<file path="src/rtl/rc_pkg.sv">
// Shared definitions of the reconfiguration control engine: register offsets,
// bit positions that software and the decode logic agree on, session states.
package rc_pkg;

    typedef enum logic [1:0] {
        SES_IDLE  = 2'd0,
        SES_RUN   = 2'd1,
        SES_DRAIN = 2'd2
    } ses_t;

    localparam logic [7:0] OFS_HDR  = 8'h00;
    localparam logic [7:0] OFS_CTL  = 8'h08;
    localparam logic [7:0] OFS_STS  = 8'h10;
    localparam logic [7:0] OFS_DAT  = 8'h18;
    localparam logic [7:0] OFS_ERR  = 8'h20;
    localparam logic [7:0] OFS_IDLO = 8'hA8;
    localparam logic [7:0] OFS_IDHI = 8'hB0;

    localparam int CTL_RST  = 0;
    localparam int CTL_ACK  = 4;
    localparam int CTL_RGN  = 7;
    localparam int CTL_GO   = 12;
    localparam int CTL_FIN  = 13;

    localparam int ERR_OP   = 0;
    localparam int ERR_CRC  = 1;
    localparam int ERR_IMG  = 2;
    localparam int ERR_PROTO = 3;
    localparam int ERR_OVF  = 4;
    localparam int ERR_W    = 5;

    localparam int FILL_W   = 9;

endpackage

</file>
<file path="src/rtl/rc_word_queue.sv">
// Bitstream word queue with a fixed-rate drain.
// Stores up to DEPTH 32-bit words, reports its fill level and pops the oldest
// word every DRAIN_DIV cycles toward the consumer port.
// Assumes: DEPTH <= 511, DRAIN_DIV >= 1; flush has priority over push and pop.
module rc_word_queue
    import rc_pkg::*;
#(
    parameter int DEPTH     = 16,
    parameter int DRAIN_DIV = 4
) (
    input  logic              clk,
    input  logic              rst_n,
    input  logic              flush,
    input  logic              push_req,
    input  logic [31:0]       push_word,
    output logic [FILL_W-1:0] fill,
    output logic              full,
    output logic              empty,
    output logic              ovf_evt,
    output logic              out_valid,
    output logic [31:0]       out_word
);
    localparam int IW = (DEPTH > 1) ? $clog2(DEPTH) : 1;
    localparam int TW = (DRAIN_DIV > 1) ? $clog2(DRAIN_DIV) : 1;

    logic [31:0]       mem [DEPTH];
    logic [IW-1:0]     wp, rp;
    logic [FILL_W-1:0] cnt;
    logic [TW-1:0]     tmr;
    logic              tick, push, pop;

    assign full    = (cnt == FILL_W'(DEPTH));
    assign empty   = (cnt == '0);
    assign fill    = cnt;
    assign tick    = (tmr == TW'(DRAIN_DIV - 1));
    assign push    = push_req && !full && !flush;
    assign pop     = tick && !empty && !flush;
    assign ovf_evt = push_req && full;

    // Free-running drain timer, wraps every DRAIN_DIV cycles.
    always_ff @(posedge clk) begin
        if (!rst_n)    tmr <= '0;
        else if (tick) tmr <= '0;
        else           tmr <= tmr + 1'b1;
    end

    // Pointer and fill bookkeeping; flush empties the queue.
    always_ff @(posedge clk) begin
        if (!rst_n || flush) begin
            wp  <= '0;
            rp  <= '0;
            cnt <= '0;
        end else begin
            if (push) wp <= (wp == IW'(DEPTH - 1)) ? '0 : wp + 1'b1;
            if (pop)  rp <= (rp == IW'(DEPTH - 1)) ? '0 : rp + 1'b1;
            cnt <= cnt + FILL_W'(push) - FILL_W'(pop);
        end
    end

    // Word storage, no reset needed.
    always_ff @(posedge clk) begin
        if (push) mem[wp] <= push_word;
    end

    // Registered consumer port.
    always_ff @(posedge clk) begin
        if (!rst_n) begin
            out_valid <= 1'b0;
            out_word  <= '0;
        end else begin
            out_valid <= pop;
            if (pop) out_word <= mem[rp];
        end
    end

    assert_fill_bound_R3: assert property (@(posedge clk) disable iff (!rst_n)
        cnt <= FILL_W'(DEPTH));

    assert_flush_empties_R2: assert property (@(posedge clk) disable iff (!rst_n)
        flush |=> (cnt == '0));

    generate
        if (DRAIN_DIV > 1) begin : g_rate
            assert_drain_rate_R4: assert property (@(posedge clk) disable iff (!rst_n)
                out_valid |=> !out_valid);
        end
    endgenerate

endmodule

</file>
<file path="src/rtl/rc_session.sv">
// Session and error control of the reconfiguration engine.
// Runs the reset request/acknowledge handshake, the idle/run/drain session
// sequence, and the sticky write-one-to-clear error register.
// Assumes: strobes are single-cycle decoded register writes from the top.
module rc_session
    import rc_pkg::*;
#(
    parameter int NUM_REGIONS = 4
) (
    input  logic             clk,
    input  logic             rst_n,
    input  logic             ctl_wr,
    input  logic             ctl_rst,
    input  logic             ctl_go,
    input  logic             ctl_fin,
    input  logic [2:0]       ctl_rgn,
    input  logic             err_wr,
    input  logic [ERR_W-1:0] err_clr,
    input  logic             data_wr,
    input  logic             q_empty,
    input  logic             q_ovf,
    input  logic             cons_err,
    output ses_t             state,
    output logic             rst_req,
    output logic             rst_ack,
    output logic [2:0]       region,
    output logic [ERR_W-1:0] err
);
    logic             go, fin, bad_rgn;
    logic [ERR_W-1:0] set_evt, clr_mask;
    ses_t             nxt;

    assign go       = ctl_wr && ctl_go;
    assign fin      = ctl_wr && ctl_fin;
    assign bad_rgn  = (32'(ctl_rgn) >= NUM_REGIONS);
    assign clr_mask = err_wr ? err_clr : '0;

    // Collect the error events of this cycle.
    always_comb begin
        set_evt            = '0;
        set_evt[ERR_OP]    = go && rst_req;
        set_evt[ERR_CRC]   = cons_err;
        set_evt[ERR_IMG]   = go && !rst_req && (state == SES_IDLE) && bad_rgn;
        set_evt[ERR_PROTO] = (data_wr && (state != SES_RUN)) || (fin && (state == SES_IDLE));
        set_evt[ERR_OVF]   = q_ovf;
    end

    // Session sequencing; a reset request forces idle.
    always_comb begin
        nxt = state;
        if (rst_req) nxt = SES_IDLE;
        else begin
            case (state)
                SES_IDLE:  if (go && !bad_rgn) nxt = SES_RUN;
                SES_RUN:   if (fin)            nxt = SES_DRAIN;
                SES_DRAIN: if (q_empty)        nxt = SES_IDLE;
                default:                       nxt = SES_IDLE;
            endcase
        end
    end

    // State, handshake, region and sticky error registers.
    always_ff @(posedge clk) begin
        if (!rst_n) begin
            state   <= SES_IDLE;
            rst_req <= 1'b0;
            rst_ack <= 1'b0;
            region  <= '0;
            err     <= '0;
        end else begin
            state   <= nxt;
            rst_ack <= rst_req;
            if (ctl_wr) begin
                rst_req <= ctl_rst;
                region  <= ctl_rgn;
            end
            err <= (err & ~clr_mask) | set_evt;
        end
    end

    assert_ack_after_req_R1: assert property (@(posedge clk) disable iff (!rst_n)
        $rose(rst_ack) |-> $past(rst_req));

    assert_reset_drops_session_R2: assert property (@(posedge clk) disable iff (!rst_n)
        rst_req |=> (state == SES_IDLE));

    assert_hold_until_empty_R5: assert property (@(posedge clk) disable iff (!rst_n)
        (state == SES_DRAIN && !rst_req && !q_empty) |=> (state == SES_DRAIN));

    assert_err_sticky_R8: assert property (@(posedge clk) disable iff (!rst_n)
        !err_wr |=> ((err & $past(err)) == $past(err)));

endmodule

</file>
<file path="src/rtl/rc_engine.sv">
// Top of the reconfiguration control engine.
// Decodes register writes, routes data words into the queue under session
// control and builds the combinational read word for the addressed register.
// Assumes: bus_rdata is valid for the current bus_addr in the same cycle.
module rc_engine
    import rc_pkg::*;
#(
    parameter int          DEPTH       = 16,
    parameter int          DRAIN_DIV   = 4,
    parameter int          NUM_REGIONS = 4,
    parameter logic [63:0] HDR_VALUE   = 64'h3000_0000_1000_0005,
    parameter logic [63:0] ID_LO       = 64'h0123_4567_89AB_CDEF,
    parameter logic [63:0] ID_HI       = 64'hFEDC_BA98_7654_3210
) (
    input  logic        clk,
    input  logic        rst_n,
    input  logic        bus_wr,
    input  logic [7:0]  bus_addr,
    input  logic [63:0] bus_wdata,
    output logic [63:0] bus_rdata,
    output logic        cfg_valid,
    output logic [31:0] cfg_word,
    input  logic        cfg_error
);
    logic              ctl_wr, err_wr, data_wr, push_req;
    logic [FILL_W-1:0] fill, credits;
    logic              full, empty, ovf_evt;
    ses_t              state;
    logic              rst_req, rst_ack, busy;
    logic [2:0]        region, code;
    logic [ERR_W-1:0]  err;
    logic              unused_wdata;

    assign unused_wdata = ^bus_wdata;
    assign ctl_wr   = bus_wr && (bus_addr == OFS_CTL);
    assign err_wr   = bus_wr && (bus_addr == OFS_ERR);
    assign data_wr  = bus_wr && (bus_addr == OFS_DAT);
    assign push_req = data_wr && (state == SES_RUN);

    rc_session #(.NUM_REGIONS(NUM_REGIONS)) u_ses (
        .clk(clk), .rst_n(rst_n),
        .ctl_wr(ctl_wr), .ctl_rst(bus_wdata[CTL_RST]), .ctl_go(bus_wdata[CTL_GO]),
        .ctl_fin(bus_wdata[CTL_FIN]), .ctl_rgn(bus_wdata[CTL_RGN+2:CTL_RGN]),
        .err_wr(err_wr), .err_clr(bus_wdata[ERR_W-1:0]),
        .data_wr(data_wr), .q_empty(empty), .q_ovf(ovf_evt), .cons_err(cfg_error),
        .state(state), .rst_req(rst_req), .rst_ack(rst_ack), .region(region), .err(err)
    );

    rc_word_queue #(.DEPTH(DEPTH), .DRAIN_DIV(DRAIN_DIV)) u_q (
        .clk(clk), .rst_n(rst_n), .flush(rst_req),
        .push_req(push_req), .push_word(bus_wdata[31:0]),
        .fill(fill), .full(full), .empty(empty), .ovf_evt(ovf_evt),
        .out_valid(cfg_valid), .out_word(cfg_word)
    );

    assign credits = FILL_W'(DEPTH) - fill;
    assign busy    = (state != SES_IDLE) || rst_req || (|err);
    assign code    = rst_req ? 3'd3 : {1'b0, state};

    // Read word of the addressed register.
    always_comb begin
        case (bus_addr)
            OFS_HDR:  bus_rdata = HDR_VALUE;
            OFS_CTL:  bus_rdata = {50'b0, state == SES_DRAIN, state != SES_IDLE,
                                   2'b0, region, 2'b0, rst_ack, 3'b0, rst_req};
            OFS_STS:  bus_rdata = {36'b0, |err, rst_ack, empty, full, 1'b0, code,
                                   3'b0, busy, 7'b0, credits};
            OFS_ERR:  bus_rdata = {59'b0, err};
            OFS_IDLO: bus_rdata = ID_LO;
            OFS_IDHI: bus_rdata = ID_HI;
            default:  bus_rdata = '0;
        endcase
    end

    assert_no_fill_outside_run_R6: assert property (@(posedge clk) disable iff (!rst_n)
        (data_wr && state != SES_RUN) |=> (fill <= $past(fill)));

    assert_full_blocks_growth_R7: assert property (@(posedge clk) disable iff (!rst_n)
        (data_wr && full) |=> (fill <= $past(fill)));

endmodule

</file>
<file path="config.mk">
export PLATFORM = sky130hd
export DESIGN_NAME = rc_engine
export DESIGN_NICKNAME = d
export VERILOG_FILES = /design/src/rtl/rc_pkg.sv /design/src/rtl/rc_word_queue.sv /design/src/rtl/rc_session.sv /design/src/rtl/rc_engine.sv
export SDC_FILE = /design/constraint.sdc
export NUM_CORES = 1
export LEC_CHECK = 0
export ABC_AREA = 1
export ABC_CLOCK_PERIOD_IN_PS = 11500
export BUFFER_PORTS_ARGS = -buffer_cell sky130_fd_sc_hd__buf_2
export CAP_MARGIN = 40
export CORE_MARGIN = 2
export CORE_UTILIZATION = 35
export CTS_BUF_LIST = sky130_fd_sc_hd__clkbuf_4
export DETAILED_ROUTE_END_ITERATION = 16
export GPL_ROUTABILITY_DRIVEN = 1
export PLACE_DENSITY = 0.56
export SETUP_SLACK_MARGIN = 0.5
export SLEW_MARGIN = 20
export SYNTH_ARGS = -nofsm -noshare
export SYNTH_HDL_FRONTEND = slang
export SYNTH_HIERARCHICAL = 1
export SYNTH_SLANG_ARGS = --single-unit
</file>
<file path="constraint.sdc">
create_clock -name clk -period 11.5 [get_ports clk]
set_clock_uncertainty 0.1 [all_clocks]
set_input_delay 0 -clock clk [delete_from_list [all_inputs] [get_ports clk]]
set_output_delay 0 -clock clk [all_outputs]
set_load 0.03 [all_outputs]
</file>
==> results.md, run 1 <==
* Post-DP HPWL at 34320 µm
* Post-CTS Resized at 0
* Layout cell share with drive strength beyond 1 at 15.82%
* Sequential share of the synthesized area at 64.91%
* H-tree depth at 4
* Top sig layer: met5
* Slew margin rel. at 42.61%
* Total power at 4.703 mW
* DIE HEIGHT at 274.8 µm
* Flops & latches, synth at 576
* Max_cap viols at 0
* Post-route setup slack at 7.210 ns
* Residual DRC at 0
* Site Rows at 99
* CTS Buf Count at 154
* Setup-failing EPs final at 0
* Synth unique cells at 39
* Post-CTS Setup Inserts at 0
* Async set or reset register ratio after synthesis at 0%
* Hold Vio Cnt, Final at 0
* Hold/Removal Path Class: primary input to register
* Fin. max-slew vios at 0
* Horiz. Die Dim at 274.8 µm
* DR iter-0 viols at 1214
* Vias in the first global route at 18140
* Starting density of the core at 35.29%
* Worst-path maximum fanout at 4
* RSZ-0062 raised after global routing: no
* Maximum clock frequency at 0.2331 GHz
* Layout area overhead at 17.58%
* # IOs at 173
* Syn Area/Cell at 9.738 µm²
* Antenna Nets Post-Route at 0
* Most common cell type on the critical path: dlygate4sd3_1
* Post-Layout Cell Count at 3986
* Die Footprint at 75490 µm²
* Count of clock tree sinks at 576
* Final Wtd Congestion at 0.7822
* Met2 Wirelength at 32840 µm
* Syn Nets at 2731
* DRT Pass-1 Iters at 5
* DR vias/cell at 4.623
* Worst Tran Pin Value at 0.8609 ns
* Vias at 18430
* Routed wl met3 at 3795 µm
* Clock Tree Buf Depth at 3
* Post-synth EDFFs at 512
* Overall routing resource usage at 17.82%
* Metal-1 WL at 28220 µm
* Worst Setup Start Kind: primary input
* CP max stage cell: dlygate4sd3_1
* Clk Latency, worst-skew pair at 0.98 ns
* WL final at 66810 µm
* Total placed cells including tap cells at 3613
* Final min period at 4.290 ns
* Crit path kind: primary input to register
* Setup TNS Final at 0 ns
* Grt total ovfl at 0
* Syn Inst Count at 2635
* Power Density at 155.9 nW/µm²
* Worst setup EP type: register
* Largest net degree at the start of global routing at 69
* Initial antenna violation count at 4
* Status: finished clean
* Crit-path cells: dlygate4sd3_1 -> buf_2 -> dlygate4sd3_1 -> nor2_4 -> dlygate4sd3_1 -> inv_1 -> nor4b_1 -> dlygate4sd3_1 -> nand2_1 -> dlygate4sd3_1 -> a21oi_1 -> dlygate4sd3_1 -> nor2_1 -> dlygate4sd3_1
* Worst EP required at 12.24 ns
* Fin crit share at 37.31%
* Final Net Count at 2997
* Max VDD drop at 0.00006656 V
* First-pass GRT wire length at 101500 µm
* Port Buffers at 140
* Core area at 72710 µm²
* CTS root buf: clkbuf_4
* DR WL/cell at 16.76 µm
* Arrival time at the worst endpoint at 5.03 ns
* Max stage delay on crit path at 0.69 ns
* Placement Setup Slack at 8.009 ns
* Ys flop type: edfxtp_1
* Dpl cell area at 27200 µm²
* Leak at 13.16 nW
* Yosys warns at 6
* TritonCTS clock tree: done
* Final Cell Area at 30170 µm²
* Clock slew at reported path FFs at 0.07 ns
* Cell area after synthesis at 25660 µm²
==> final cells by class <==
| cell class | instances | area (µm²) |
|---|---|---|
| diodes | 5 | 12.51 |
| clock buffers | 246 | 1847 |
| clock inverters | 31 | 197.7 |
| fillers | 6961 | 42540 |
| inverters | 451 | 1703 |
| multi-input cells | 1450 | 6495 |
| flip-flops and latches | 576 | 16670 |
| well taps | 959 | 1200 |
| repair buffers | 268 | 2047 |
==> timing repair <==
action                     CTS  global route
setup endpoints to repair    0             0
hold buffers                91             0
hold endpoints to repair   574             0
==> kinds of logic after synthesis <==
logic type | synth area share [%]
adders and majority gates | 1.005
and+or+nand+nor | 22.08
DFF | 64.91
xor gates and xnor gates | 0.1366
AOI/OAI and AO/OA | 1.585
buffers and inverters | 10.28
==> Yosys cell counts, types with 2 or more instances <==
cell | count | area (µm²)
nand2_1 | 746 | 2800
edfxtp_1 | 512 | 15370
inv_1 | 444 | 1667
nand3_1 | 382 | 1912
nor2_1 | 184 | 690.7
buf_2 | 79 | 395.4
dfxtp_1 | 64 | 1281
buf_4 | 52 | 390.4
o21ai_0 | 49 | 245.2
a21oi_1 | 22 | 110.1
ha_1 | 19 | 237.7
clkbuf_1 | 13 | 48.80
nor3_1 | 9 | 45.04
buf_1 | 7 | 26.28
buf_6 | 7 | 78.83
nand4_1 | 6 | 37.54
inv_2 | 5 | 18.77
nor2_2 | 4 | 25.02
nand2_2 | 3 | 18.77
nand3b_1 | 3 | 22.52
xor2_1 | 3 | 26.28
a21oi_2 | 2 | 17.52
inv_4 | 2 | 12.51
o21ai_1 | 2 | 10.01
or2_2 | 2 | 12.51
==> where the power goes <==
part | switching (mW) | total, mW | internal [mW]
logic | 0.345 | 0.522 | 0.177
clock network | 0.828 | 1.86 | 1.03
registers | 0.0243 | 2.32 | 2.30
==> metrics by stage <==
| stage | util, % | hold WS, ns |
|---|---|---|
| floorplan | - | -0.001131 |
| global placement | 37.10 | 0.1207 |
| detailed placement | 37.41 | 0.1246 |
| CTS | 41.47 | 0.03363 |
| global route | 41.49 | 0.1905 |
| finish | 41.49 | 0.2267 |
==> cell usage in the layout (no fill, tap or decap), types with 5 or more instances in the layout <==
cell type / n
a21oi_1: 22
clkbuf_4: 246
inv_2: 9
diode_2: 5
nor2_1: 168
buf_2: 140
nor2_4: 18
nor3_1: 8
o21ai_0: 49
inv_1: 443
clkinv_1: 22
buf_16: 6
dlygate4sd3_1: 91
dfxtp_1: 61
nand2_1: 746
nand3_1: 382
nand4_1: 6
edfxtp_1: 512
buf_4: 28
ha_1: 19
==> registers in the layout (all words and copies together), names as in the netlist, 2 cells and up <==
signal        count
u_ses/err         5
u_q/mem         512
u_q/out_word     32
u_q/wp            4
u_q/tmr           2
u_q/fill          9
u_q/rp            4
u_ses/region      3
u_ses/state       2
==> critical path, delay by kind of cell <==
family / cells / cell delay, ns
buf+inv: 9 / 4.33
compound gates: 1 / 0.11
simple gates: 4 / 0.59
==> final timing paths <==
check,start,end,slack (ns),cells after the start
hold reg to reg,u_q/tmr[0]$_SDFF_PP0_,u_q/tmr[0]$_SDFF_PP0_,0.34,1
setup / recovery,bus_addr[7],u_ses/err[4]$_SDFF_PN0_,7.21,14
hold / removal,bus_addr[3],u_ses/err[3]$_SDFF_PN0_,0.23,10
setup reg to reg,u_ses/state[0]$_SDFFE_PP0P_,u_q/mem[0][24]$_DFFE_PP_,8.03,10
==> routing by layer <==
layer  track usage (%)  vias to the layer above
li1                  -                     9061
met4             7.122                        2
met5                 0                        -
met3             4.399                      148
met2             30.52                      509
met1             21.52                     8707
Note: power is estimated with default switching activity, not from simulation.
==> inputs of run 2 (changes only) <==
ABC_AREA = 0   (was 1)
ABC_CLOCK_PERIOD_IN_PS = 4300   (was 11500)
clock period = 4.3 ns   (was 11.5 ns; I/O delays follow)
==> results.md, run 2 <==
* Multiplexer share of the synthesized area at 12.14%
* CTS root buf: clkbuf_4
* R2r setup slk at 0.81 ns
* DIE HEIGHT at 259.9 µm
* Max FFs per register at 512
* Syn Inst Count at 1340
* M3 GR Usage at 4.454%
* Maximum clock frequency at 0.2797 GHz
* Setup-failing EPs final at 0
* Die Footprint at 67570 µm²
* Yosys top cell by area: edfxtp_1
* Gr busiest metal: met2
* Leak at 9.052 nW
* Synth unique cells at 60
* CP max stage cell: dlygate4sd3_1
* Top reg by flops: u_q/mem
* Clk Latency, worst-skew pair at 0.95 ns
* Cell with the most instances after synthesis: edfxtp_1
* Grt total ovfl at 0
* Starting density of the core at 35.50%
* Fin crit share at 83.13%
* Final Cell Area at 27310 µm²
* Reg-to-Reg End: u_q/fill[8]$_SDFF_PP0_
* FF-to-FF path depth at 15
* CTS Buf Count at 151
* Ys flop type: edfxtp_1
* Logic gate share of total power at 9.3%
* Clock Tree Buf Depth at 3
* Switching portion of total power at 24.18%
* Initial antenna violation count at 3
* Status: finished clean
* Post-synth EDFFs at 512
* Post-DP HPWL at 30590 µm
* First-pass GRT wire length at 83410 µm
* Combinational family with the most area after synthesis: multiplexers
* Grt met1 use at 21.71%
* Overall routing resource usage at 16.75%
* Most frequent cells in the layout: edfxtp_1, clkbuf_4, buf_2
* Layout area overhead at 19.14%
* Crit path kind: primary input to register
* Hold depth at 7
* Most common cell type on the critical path: dlygate4sd3_1
* Commonest non-fill, non-tap cell in the layout: edfxtp_1
* Crit-path cells: dlygate4sd3_1 -> buf_2 -> or4_1 -> nor2b_1 -> and2_1 -> dlygate4sd3_1 -> a31oi_1 -> dlygate4sd3_1 -> o21ai_0 -> dlygate4sd3_1
* Largest net degree at the start of global routing at 71
* Worst Tran Pin Value at 0.8114 ns
* Port Buffers at 140
* Worst Setup Start Kind: primary input
* H-tree depth at 4
* Clock slew at reported path FFs at 0.06 ns
* WL final at 55480 µm
* Final Net Count at 1737
* Final min period at 3.575 ns
* Max stage delay on crit path at 0.88 ns
* Site Rows at 93
* Met2 Use GR at 27.33%
* Power Density at 436.8 nW/µm²
* Yosys warns at 6
* # IOs at 173
* Residual DRC at 0
* Hold Vio Cnt, Final at 0
* NetSw at 2.885 mW
* Clock Power Share at 38.5%
* Setup TNS Final at 0 ns
* Dpl cell area at 24520 µm²
* Worst EP required at 5.06 ns
* Syn Area/Cell at 17.11 µm²
* Syn Nets at 1436
* Fin. max-slew vios at 0
* DR vias/cell at 5.016
* Slew margin rel. at 45.91%
* Worst-path maximum fanout at 9
* Core Util, Final at 42.30%
* DR WL/cell at 21.24 µm
* Synth Area in XOR/XNOR at 0.4966%
* RSZ-0062 raised after global routing: no
* Worst setup EP type: register
* Hold/Removal Path Class: primary input to register
* Largest registers: u_q/mem (512), u_q/out_word (32), u_q/fill (9)
* Vias in the first global route at 13660
* Int Pwr at 9.046 mW
* Synth cell count leaders: edfxtp_1, mux2i_1, nand2_1
* Seq pwr share at 52.2%
* Async set or reset register ratio after synthesis at 0%
* Core area at 64580 µm²
* Horiz. Die Dim at 259.9 µm
* Vias at 13100
* DRT Pass-1 Iters at 5
* Antenna Nets Post-Route at 0
* Synth Area in Compound Gates at 6.200%
* Max_cap viols at 0
* Layout cell share with drive strength beyond 1 at 29.44%
* Synth Area in Adders at 1.124%
* Hold Crit Start: bus_addr[7]
* Fraction of the mapped netlist area in simple logic gates at 3.913%
* Cell area after synthesis at 22930 µm²
* Largest cells by area after synthesis: edfxtp_1, mux4_2, mux2i_1
* TritonCTS clock tree: done
* Hold EP: u_ses/err[4]$_SDFF_PN0_
* Max VDD drop at 0.0002713 V
* Count of clock tree sinks at 576
* Final Wtd Congestion at 0.7751
* Sequential share of the synthesized area at 72.65%
* Flops & latches, synth at 576
* R2R Path Start: u_q/fill[5]$_SDFF_PP0_
* DR iter-0 viols at 838
* Area fraction of the dominant cell type after synthesis at 67.06%
* Arrival time at the worst endpoint at 4.34 ns
## run 2: changes by cell type after synthesis, moves of 10 or more
cell and change:
buf_2 -51, clkbuf_1 +17, mux4_2 +64, o22ai_1 +64, nor2b_1 +13, a31oi_1 +36, a211oi_1 +37, nand3_1 -377
inv_1 -421, nand2_1 -676, o21ai_0 -10, mux2i_1 +134, nor2_1 -151
## run 2: logic make-up (layout without fill, tap and decap cells)
| family | Yosys count | after routing |
|---|---|---|
| flip-flops | 576 | 576 |
| AO/OA/AOI/OAI | 216 | 216 |
| multiplexers | 198 | 198 |
| AND/OR/NAND/NOR | 178 | 178 |
| buffers and inverters | 139 | 555 |
| adder cells (fa/ha/maj) | 20 | 20 |
| XOR/XNOR | 13 | 13 |
| other | 0 | 1 |
## run 2: layout make-up
cell class              count  area, µm²
diodes                      1      2.502
multi-input cells         625       5623
fillers                  5843      37270
flip-flops and latches    576      16670
repair buffers            263       1976
clock inverters            38      155.1
well taps                 855       1070
clock buffers             230       1727
inverters                  24      95.09
## run 2: repair_timing
item / 4_1_cts / 5_1_grt
gates resized for setup: 0 / 1
buffers inserted: 0 / 1
endpoints found under the setup margin: 0 / 2
hold buffers: 86 / 0
endpoints found under the hold margin: 566 / 0
## run 2: per-layer routing
| layer | part of all wire [%] | up-vias | wire length, µm |
|---|---|---|---|
| li1 | - | 5993 | - |
| met1 | 44 | 6622 | 24180 |
| met2 | 49 | 419 | 27110 |
| met3 | 6.0 | 67 | 3319 |
| met4 | 1.5 | 2 | 851 |
| met5 | 0.023 | - | 13 |
## run 2: power groups by stage
stage / Clock [mW] / Combinational (mW) / Sequential (mW)
6_report: 4.59 / 1.11 / 6.23
4_1_cts: 4.77 / 1.11 / 6.23
5_1_grt: 5.05 / 1.22 / 6.23
3_5_place_dp: 0 / 1.04 / 6.35
3_3_place_gp: 0 / 1.04 / 6.34
2_1_floorplan: 0 / 0.706 / 6.37
## run 2: through the flow
step / worst slack [ns] / std cells / hold WS, ns / power (mW)
after floorplan: 0.8430 / 1340 / -0.001131 / 7.075
after global placement: 0.5826 / 2254 / 0.1334 / 7.382
after detailed placement: 0.5705 / 2254 / 0.1443 / 7.388
after CTS: 0.5500 / 2608 / 0.1400 / 12.10
after global routing: 0.5235 / 2612 / 0.2472 / 12.50
final: 0.7254 / 2612 / 0.2996 / 11.93
## run 2: worst max path at each step
stage                                       from                      end  slack, ns  depth (start not counted)
final                                bus_addr[4]  u_ses/err[3]$_SDFF_PN0_       0.73                         10
after global routing      u_q/fill[5]$_SDFF_PP0_   u_q/fill[8]$_SDFF_PP0_       0.52                         15
after CTS                 u_q/fill[5]$_SDFF_PP0_   u_q/fill[8]$_SDFF_PP0_       0.55                         15
after detailed placement  u_q/fill[5]$_SDFF_PP0_   u_q/fill[8]$_SDFF_PP0_       0.57                         15
after global placement               bus_addr[5]   u_q/fill[8]$_SDFF_PP0_       0.58                         17
after floorplan           u_q/fill[5]$_SDFF_PP0_  u_q/mem[7][0]$_DFFE_PP_       0.84                          6
## run 2: worst max-delay path: cells and delay by family
family                 cells  cell delay, ns
buffers and inverters      5            2.71
and+or+nand+nor            3            1.30
AOI/OAI and AO/OA          2            0.32
==> inputs of run 3 (changes only) <==
ABC_AREA = 1   (was 0)
ABC_CLOCK_PERIOD_IN_PS = 3600   (was 4300)
clock period = 3.6 ns   (was 4.3 ns; I/O delays follow)
==> results.md, run 3 (synthesis results as in run 1) <==
* Hold/Removal Path Class: primary input to register
* Site Rows at 99
* RSZ-0062 raised after global routing: no
* Slew margin rel. at 44.40%
* Worst Setup Start Kind: primary input
* Die Footprint at 75490 µm²
* Vias at 18700
* First-pass GRT wire length at 103300 µm
* DIE HEIGHT at 274.8 µm
* Core area at 72710 µm²
* Post-CTS Setup Inserts at 0
* Max_cap viols at 0
* DR vias/cell at 4.679
* Vias in the first global route at 18280
* Max VDD drop at 0.0001991 V
* Setup TNS Final at 0 ns
* Worst setup EP type: register
* Residual DRC at 0
* Arrival time at the worst endpoint at 3.68 ns
* CTS root buf: clkbuf_4
* Final Wtd Congestion at 0.8444
* Setup-failing EPs final at 0
* Leak at 13.21 nW
* DR iter-0 viols at 1264
* Top reg by flops: u_q/mem
* Layout area overhead at 18.21%
* Starting density of the core at 35.29%
* H-tree depth at 4
* WL final at 67610 µm
* Status: finished clean
* Largest net degree at the start of global routing at 135
* Post-DP HPWL at 37750 µm
* Largest registers: u_q/mem (512), u_q/out_word (32), u_q/fill (9)
* DR WL/cell at 16.91 µm
* Clock slew at reported path FFs at 0.06 ns
* Maximum clock frequency at 0.3427 GHz
* Fill cell instance count of the final layout at 7022
* TritonCTS clock tree: done
* Crit path kind: primary input to register
* Overall routing resource usage at 17.92%
* Port Buffers at 140
* Final Net Count at 3011
* DRT Pass-1 Iters at 7
* Max FFs per register at 512
* # IOs at 173
* Fin crit share at 81.06%
* Commonest non-fill, non-tap cell in the layout: nand2_1
* Final min period at 2.918 ns
* Worst EP required at 4.36 ns
* Layout cell share with drive strength beyond 1 at 15.74%
* Count of clock tree sinks at 576
* Post-Layout Cell Count at 3997
* Most frequent cells in the layout: nand2_1, edfxtp_1, inv_1
* Grt total ovfl at 0
* Worst-path maximum fanout at 4
* Power Density at 488.8 nW/µm²
* Total placed cells including tap cells at 3620
* Clock Tree Buf Depth at 3
* Clk Latency, worst-skew pair at 1.00 ns
* Horiz. Die Dim at 274.8 µm
* Antenna Nets Post-Route at 0
* Hold Vio Cnt, Final at 0
* CTS Buf Count at 150
* Fin. max-slew vios at 0
* Worst Tran Pin Value at 0.8340 ns
* Initial antenna violation count at 2
[run 3: cell types whose count changed in the layout (fill, tap and decap cells not counted), sizes merged, moves of 21 or more]
cell,delta
nand2,+679
inv,+426
nand3,+379
nor2,+156
mux2i,-134
mux4,-64
o22ai,-64
a211oi,-37
a31oi,-36
clkinv,+21
[run 3: what timing repair did]
item	CTS	global route
pin swaps	0	1
resized for setup	2	10
setup endpoints to repair	2	5
endpoints found under the hold margin	602	1
hold buffers	99	1
[run 3: per-stage QoR]
step	instance area, µm²	util [%]	setup slack, ns	total power [mW]	hold WS, ns
5_1_grt	30330	41.72	0.5030	15.58	0.1786
3_3_place_gp	27270	37.51	0.3954	9.173	0.1244
2_1_floorplan	25660	-	0.2874	8.696	-0.001131
6_report	30330	41.72	0.6819	14.82	0.2125
4_1_cts	30260	41.62	0.5542	15.01	0.04231
3_5_place_dp	27330	37.59	0.4348	9.198	0.1378
[run 3: path summary, 6_finish.rpt]
| path | from | end | slack (ns) | cells past startpoint |
|---|---|---|---|---|
| worst max-delay path | bus_addr[1] | u_q/fill[6]$_SDFF_PP0_ | 0.68 | 23 |
| worst min-delay path | bus_addr[5] | u_q/wp[2]$_SDFFE_PP0P_ | 0.21 | 9 |
| worst max register to register | u_ses/state[0]$_SDFFE_PP0P_ | u_q/fill[6]$_SDFF_PP0_ | 0.71 | 18 |
| worst min register to register | u_q/tmr[0]$_SDFF_PP0_ | u_q/tmr[0]$_SDFF_PP0_ | 0.33 | 1 |
[run 3: critical path, cell delays in order]
cell           delay (ns)
dlygate4sd3_1        0.54
buf_2                0.13
nor2_2               0.13
dlygate4sd3_1        0.58
nand3_1              0.11
inv_2                0.11
nand2_1              0.10
nor3_2               0.16
inv_2                0.08
nor2_4               0.13
nand2_2              0.07
ha_1                 0.28
inv_1                0.06
ha_1                 0.14
inv_1                0.08
fa_1                 0.42
inv_2                0.08
nand3_1              0.09
nand2_2              0.11
nand2_1              0.08
nand2_1              0.06
nand2_1              0.05
a21oi_1              0.11
[run 3: layout make-up]
cell class / instances / area (µm²) / area share [%]
sequential: 576 / 16670 / 54.96
multi-input combinational: 1450 / 6525 / 21.51
timing repair buffer: 286 / 2291 / 7.553
inverter: 451 / 1703 / 5.614
clock buffer: 211 / 1584 / 5.222
tap: 959 / 1200 / 3.956
clock inverter: 62 / 352.8 / 1.163
antenna: 2 / 5.005 / 0.01650
[run 3: routing by layer]
| metal | track usage, % | share of wire, % | wire length (µm) |
|---|---|---|---|
| met1 | 23.02 | 44 | 29600 |
| met2 | 29.51 | 48 | 32590 |
| met3 | 3.928 | 5.7 | 3853 |
| met4 | 7.065 | 2.3 | 1559 |
| met5 | 0 | 0 | 0 |
[run 3: power by group]
group / internal [mW] / switching, mW
sequential: 7.34 / 0.0742
combinational: 0.567 / 1.18
clock: 2.95 / 2.72
